--- src/rtl/msr_pkg.sv ---
// Shared types for the multislope runup sequencer.
package msr_pkg;

    // Operating phase of the sequencer
    typedef enum logic [1:0] {
        PH_IDLE = 2'd0,
        PH_RUN  = 2'd1,
        PH_HOLD = 2'd2
    } phase_t;

endpackage

--- src/rtl/msr_sync.sv ---
// Multi-flop synchronizer for the asynchronous comparator level.
// Assumes the input is a slow level; no pulse stretching is done.
module msr_sync #(
    parameter int STAGES = 2
) (
    input  logic clk,
    input  logic rst_n,
    input  logic d_in,
    output logic d_out
);

    logic [STAGES-1:0] chain;

    // Shift the input through the flop chain
    always_ff @(posedge clk) begin
        if (!rst_n) chain <= '0;
        else        chain <= {chain[STAGES-2:0], d_in};
    end

    assign d_out = chain[STAGES-1];

    // last stage is the previous value of the stage before it
    a_r5_chain_shift: assert property (@(posedge clk) disable iff (!rst_n)
        chain[STAGES-1] == $past(chain[STAGES-2]));

endmodule

--- src/rtl/msr_tick_gen.sv ---
// Modulation tick divider. Counts system clocks while run is high and
// emits a one-cycle tick every DIV_CYC clocks; clears whenever run is low,
// so a runup always starts with a full first tick. Assumes DIV_CYC >= 2.
module msr_tick_gen #(
    parameter int DIV_CYC = 333,
    localparam int DIV_W  = $clog2(DIV_CYC)
) (
    input  logic clk,
    input  logic rst_n,
    input  logic run,
    output logic tick
);

    localparam logic [DIV_W-1:0] LAST = DIV_W'(DIV_CYC - 1);

    logic [DIV_W-1:0] div_cnt;

    // Free-run the divider during a runup, hold at zero otherwise
    always_ff @(posedge clk) begin
        if (!rst_n || !run)     div_cnt <= '0;
        else if (div_cnt == LAST) div_cnt <= '0;
        else                    div_cnt <= div_cnt + 1'b1;
    end

    assign tick = run && (div_cnt == LAST);

    // divider never passes its last value
    a_r3_div_bound: assert property (@(posedge clk) disable iff (!rst_n)
        div_cnt <= LAST);

    // ticks are isolated single-cycle pulses
    a_r3_tick_single: assert property (@(posedge clk) disable iff (!rst_n)
        tick |=> !tick);

endmodule

--- src/rtl/msr_runup_seq.sv ---
// Runup sequencer for a charge-balancing integrating converter.
// Idle until start; then runs RUN_TICKS modulation ticks, steering the
// reference chosen by the synchronized comparator at each tick edge;
// then grounds all paths for HOLD_CYC clocks with a conversion strobe,
// and restarts. Assumes the analog side tolerates a one-clock select skew.
module msr_runup_seq
    import msr_pkg::*;
#(
    parameter int DIV_CYC   = 333,
    parameter int RUN_TICKS = 7500,
    parameter int HOLD_CYC  = 250,
    localparam int TICK_W   = $clog2(RUN_TICKS + 1),
    localparam int HOLD_W   = $clog2(HOLD_CYC + 1)
) (
    input  logic              clk,
    input  logic              rst_n,
    input  logic              start,
    input  logic              cmp_in,
    output logic              in_sel,
    output logic              pos_sel,
    output logic              neg_sel,
    output logic              soc,
    output logic              done,
    output logic [TICK_W-1:0] tot_cnt,
    output logic [TICK_W-1:0] pos_cnt
);

    localparam logic [TICK_W-1:0] LAST_TICK = TICK_W'(RUN_TICKS - 1);
    localparam logic [TICK_W-1:0] ALL_TICKS = TICK_W'(RUN_TICKS);
    localparam logic [HOLD_W-1:0] LAST_HOLD = HOLD_W'(HOLD_CYC - 1);

    phase_t             ph;
    logic               cmp_s;
    logic               tick;
    logic               pol;
    logic [TICK_W-1:0]  tick_cnt;
    logic [TICK_W-1:0]  pos_acc;
    logic [HOLD_W-1:0]  hold_cnt;
    logic               done_q;
    logic               soc_q;
    logic [TICK_W-1:0]  tot_q;
    logic [TICK_W-1:0]  pos_q;
    logic               running;

    assign running = (ph == PH_RUN);

    msr_sync #(.STAGES(2)) u_sync (
        .clk   (clk),
        .rst_n (rst_n),
        .d_in  (cmp_in),
        .d_out (cmp_s)
    );

    msr_tick_gen #(.DIV_CYC(DIV_CYC)) u_tick (
        .clk   (clk),
        .rst_n (rst_n),
        .run   (running),
        .tick  (tick)
    );

    // Phase sequencing, polarity latch, tick and positive-tick counting
    always_ff @(posedge clk) begin
        if (!rst_n) begin
            ph       <= PH_IDLE;
            pol      <= 1'b0;
            tick_cnt <= '0;
            pos_acc  <= '0;
            hold_cnt <= '0;
            done_q   <= 1'b0;
            soc_q    <= 1'b0;
            tot_q    <= '0;
            pos_q    <= '0;
        end else begin
            done_q <= 1'b0;
            soc_q  <= 1'b0;
            case (ph)
                PH_IDLE: begin
                    if (start) begin
                        ph       <= PH_RUN;
                        pol      <= cmp_s;
                        tick_cnt <= '0;
                        pos_acc  <= '0;
                    end
                end
                PH_RUN: begin
                    if (tick) begin
                        if (tick_cnt == LAST_TICK) begin
                            ph       <= PH_HOLD;
                            hold_cnt <= '0;
                            done_q   <= 1'b1;
                            soc_q    <= 1'b1;
                            tot_q    <= ALL_TICKS;
                            pos_q    <= pos_acc + {{(TICK_W-1){1'b0}}, pol};
                        end else begin
                            tick_cnt <= tick_cnt + 1'b1;
                            pos_acc  <= pos_acc + {{(TICK_W-1){1'b0}}, pol};
                            pol      <= cmp_s;
                        end
                    end
                end
                PH_HOLD: begin
                    if (hold_cnt == LAST_HOLD) begin
                        ph       <= PH_RUN;
                        pol      <= cmp_s;
                        tick_cnt <= '0;
                        pos_acc  <= '0;
                    end else begin
                        hold_cnt <= hold_cnt + 1'b1;
                    end
                end
                default: ph <= PH_IDLE;
            endcase
        end
    end

    // Path selects: input and one reference in runup, all grounded otherwise
    always_comb begin
        in_sel  = running;
        pos_sel = running && pol;
        neg_sel = running && !pol;
    end

    assign soc     = soc_q;
    assign done    = done_q;
    assign tot_cnt = tot_q;
    assign pos_cnt = pos_q;

    // one reference path exactly while the input is connected
    a_r4_one_ref: assert property (@(posedge clk) disable iff (!rst_n)
        in_sel |-> (pos_sel != neg_sel));

    // reference choice only moves at a tick edge inside a runup
    a_r3_steady_ref: assert property (@(posedge clk) disable iff (!rst_n)
        (in_sel && $past(in_sel) && !$past(tick)) |-> $stable(pos_sel));

    // tick counter stays within the programmed runup
    a_r6_tick_bound: assert property (@(posedge clk) disable iff (!rst_n)
        tick_cnt < ALL_TICKS);

    // a done pulse always lands in a grounded hold
    a_r6_done_in_hold: assert property (@(posedge clk) disable iff (!rst_n)
        done |-> (!in_sel && !pos_sel && !neg_sel));

    // done is a single-cycle pulse
    a_r7_done_single: assert property (@(posedge clk) disable iff (!rst_n)
        done |=> !done);

    // positive ticks never exceed the total
    a_r7_pos_le_tot: assert property (@(posedge clk) disable iff (!rst_n)
        done |-> (pos_cnt <= tot_cnt));

endmodule

--- config.mk ---
export PLATFORM = sky130hd
export DESIGN_NAME = msr_runup_seq
export DESIGN_NICKNAME = d
export VERILOG_FILES = /design/src/rtl/msr_pkg.sv /design/src/rtl/msr_sync.sv /design/src/rtl/msr_tick_gen.sv /design/src/rtl/msr_runup_seq.sv
export SDC_FILE = /design/constraint.sdc
export NUM_CORES = 1
export LEC_CHECK = 0
export BUFFER_PORTS_ARGS = -buffer_cell sky130_fd_sc_hd__buf_2
export CAP_MARGIN = 20
export CELL_PAD_IN_SITES_DETAIL_PLACEMENT = 0
export CELL_PAD_IN_SITES_GLOBAL_PLACEMENT = 1
export CORE_ASPECT_RATIO = 0.5
export CORE_MARGIN = 4
export CORE_UTILIZATION = 41
export CTS_BUF_LIST = sky130_fd_sc_hd__clkbuf_8
export CTS_CLUSTER_DIAMETER = 50
export DETAILED_ROUTE_END_ITERATION = 7
export PLACE_DENSITY_LB_ADDON = 0.1
export SYNTH_ARGS = -nofsm -noshare
export SYNTH_HDL_FRONTEND = slang
export SYNTH_SLANG_ARGS = --single-unit
--- constraint.sdc ---
create_clock -name clk -period 2.2 [get_ports clk]
set_clock_uncertainty 0.1 [all_clocks]
set_input_delay 0.22 -clock clk [delete_from_list [all_inputs] [get_ports clk]]
set_output_delay 0.22 -clock clk [all_outputs]
set_load 0.05 [all_outputs]
==> qor.csv <==
stage,metric,value,unit
outcome,status,"finished, final reports clean",
floorplan,row cnt,22,
sta,Final Max Tran Viols,0,
logic_synthesis,post-synthesis sequential area ratio,0.398,
global_route,initial antenna violation count,0,
power,Worst VDD drop,0.336,mV
global_route,first-pass GRT wire length,14.1,mm
layout,share of cells above drive strength 1,0.244,
logic_synthesis,fraction of registers with async set/reset,0,
drt,DR iter-0 viols,192,
logic_synthesis,Post-synth EDFFs,0,
floorplan,core area,0.00743,mm2
placement,pre-CTS setup slack,-0.115,ns
power,Lkg Pwr,1.40,nW
floorplan,Die ar.,0.00929,mm2
global_route,vias in the first global route,2930,
placement,GPL Wtd Cong,0.850,
global_route,GR Overflow Total,0,
clocking,htree depth,3,
floorplan,Die H,70.2,um
clocking,Root Driver,clkbuf_8,
sta,final hold vios,0,
sta,Period minus WS final,2.16,ns
sta,total negative slack,0,ns
power,pwr/cell area,608,mW/mm2
global_route,GRT Overall Usage,0.186,
drt,routed len/inst,15.6,um
sta,final setup fails,0,
drt,met3 WL,471,um
clocking,clock latency on the worst-skew pair,0.34,ns
critical_path,CP Class,reg2reg,
logic_synthesis,count of cell types in the netlist,56,
flow_run,total of max-cap violations,0,
logic_synthesis,Synth Instances,376,
floorplan,Chip Width,132,um
sta,crit share post-route,0.983,
sta,RSZ-0062 raised after global routing,yes,
drt,drt via density,5.62,
logic_synthesis,YS warnings,0,
logic_synthesis,Mapped Area,0.00317,mm2
critical_path,CP required,2.36,ns
drt,length of the first detailed-routing pass in iterations,5,
drt,vias,2984,
drt,routed length on met2,3.69,mm
clocking,CTS sink count,63,
critical_path,CP cell instances,ha_2 > nand4_1 > or4_4 > or4b_2 > o221ai_1,
hold_path,Hold Crit Class,in2reg,
floorplan,starting density of the core,0.426,
layout,area grow syn2layout,23.2,%
clocking,clock slew at reported path FFs,0.07,ns
placement,Detail Placement HPWL,5.94,mm
drt,max layer used,met4,
sta,slack of the critical path,0.0373,ns
drt,DRT antenna net count,0,
critical_path,CP max stage cell,or4b_2,
power,total power,2.37,mW
critical_path,CP Launch Type,register,
drt,Residual DRC,0,
layout,Antenna Cells,0,
critical_path,CP arrival,2.33,ns
layout,# fillers,733,
clocking,total CTS buffers,9,
critical_path,crit path capture type,register,
layout,# nets final,441,
drt,met1 layer wirelength in the final routing,4.03,mm
critical_path,delay of the slowest cell on the worst path,0.62,ns
logic_synthesis,dominant synthesized flop cell,dfxtp_1,
clocking,clk buf depth,2,
floorplan,Ports,35,
logic_synthesis,Yosys reg bits,63,
sta,Peak Freq,462,MHz
critical_path,r2r setup slk,0.04,ns
drt,routed wire length,8.28,mm
global_route,largest net degree at the start of global routing,21,
placement,count of input and output buffers,28,
logic_synthesis,Mapped Avg Cell Area,8.43,um2
clocking,CTS tree,done,
critical_path,CP Max Fanout,4,
## cells by family after synthesis
group | synth area share
compound gates | 0.207
simple gates | 0.232
buf+inv | 0.0920
mux | 0.00632
fa+ha+maj | 0.0276
xor+xnor | 0.0359
flops | 0.398
other cells | 0.00118
## power breakdown
part           internal, mW  total (mW)  switching (mW)
clock                 0.629        1.09           0.461
combinational        0.0380       0.132          0.0939
sequential             1.15        1.15         0.00459
total                  1.81        2.37           0.559
## critical path, delay by kind of cell (launching register included)
family	cells	cell delay (ns)
AOI/OAI and AO/OA	1	0.10
adders and majority gates	1	0.23
DFF	1	0.38
and+or+nand+nor	3	1.28
## cell usage after synthesis (2+ instances only)
master / number / area (um2)
a211oi_1: 6 / 45.0
a21oi_1: 16 / 80.1
a311oi_1: 2 / 17.5
a31oi_1: 10 / 62.6
a41oi_1: 2 / 17.5
and2_1: 3 / 18.8
and3_1: 4 / 25.0
and4_1: 2 / 17.5
and4b_1: 2 / 20.0
buf_2: 2 / 10.0
buf_4: 14 / 105
clkbuf_1: 14 / 52.6
dfxtp_1: 63 / 1260
ha_1: 7 / 87.6
inv_1: 25 / 93.8
mux2i_1: 2 / 20.0
nand2_1: 23 / 86.3
nand2b_1: 5 / 31.3
nand3_1: 18 / 90.1
nand4_1: 12 / 75.1
nor2_1: 16 / 60.1
nor2b_1: 2 / 12.5
nor3_1: 17 / 85.1
nor4_1: 17 / 106
o211ai_1: 10 / 75.1
o21a_1: 4 / 30.0
o21ai_0: 26 / 130
o22ai_1: 5 / 31.3
o31a_1: 6 / 52.6
o31ai_1: 2 / 15.0
or3_1: 2 / 12.5
or4b_2: 2 / 20.0
xnor2_1: 7 / 61.3
xor2_1: 6 / 52.6
## path summary, 6_finish.rpt
kind / start / end / cells past startpoint
max: pol / pos_acc[11] / 5
min: rst_n / tot_cnt[2] / 2
max reg2reg: pol / pos_acc[11] / 5
min reg2reg: u_sync.chain[0] / u_sync.chain[1] / 1
## layout by cell type, fill, tap and decap left out, types with 7 or more instances in the layout
cell type  netlist  final
nor4_2           0      8
nand3_1         18     18
nor2_1          16     16
buf_4           14     37
nand4_1         12     12
dfxtp_1         63     63
a21oi_1         16     16
nor4_1          17      9
a31oi_1         10     10
clkbuf_8         0      9
inv_1           25     26
buf_2            2     28
nand2_1         23     22
o211ai_1        10     10
nor3_1          17     17
o21ai_0         26     25
xnor2_1          7      7
## sequential cells by signal, summed over array words and instances, names as in the netlist
name,cells
hold_cnt,8
ph,2
pol,1
pos_acc,13
pos_cnt,13
soc,1
tick_cnt,13
tot_cnt,1
u_sync.chain,2
u_tick.div_cnt,9
## layer usage
layer / global-route usage / vias up
li1: - / 1474
met1: 0.247 / 1416
met2: 0.286 / 83
met3: 0.0583 / 11
met4: 0.0645 / 0
met5: 0 / -
## per-stage QoR
| step | hold WS [ns] | area, um2 | std cells | util |
|---|---|---|---|---|
| 3_5_place_dp | 0.319 | 3590 | 512 | 0.483 |
| 4_1_cts | 0.131 | 3830 | 529 | 0.515 |
| 2_1_floorplan | 0.247 | 3190 | 381 | - |
| 3_3_place_gp | 0.314 | 3590 | 512 | 0.483 |
| 5_1_grt | 0.159 | 3900 | 531 | 0.525 |
| 6_report | 0.149 | 3900 | 531 | 0.525 |
## what timing repair did
action,CTS,global route
setup buffers,0,2
hold buffers,1,0
endpoints found under the hold margin,1,0
gates resized for setup,2,14
pin swaps,1,2
setup endpoints to repair,13,39
## cell type report
| class | instances | area (um2) | area share |
|---|---|---|---|
| Sequential cell | 63 | 1260 | 0.323 |
| Inverter | 26 | 97.6 | 0.0250 |
| Multi-Input combinational cell | 260 | 1720 | 0.441 |
| Clock buffer | 9 | 124 | 0.0317 |
| Clock inverter | 7 | 88.8 | 0.0228 |
| Tap cell | 96 | 120 | 0.0308 |
| Timing Repair Buffer | 70 | 490 | 0.126 |
Note: power is estimated with default switching activity, not from simulation.
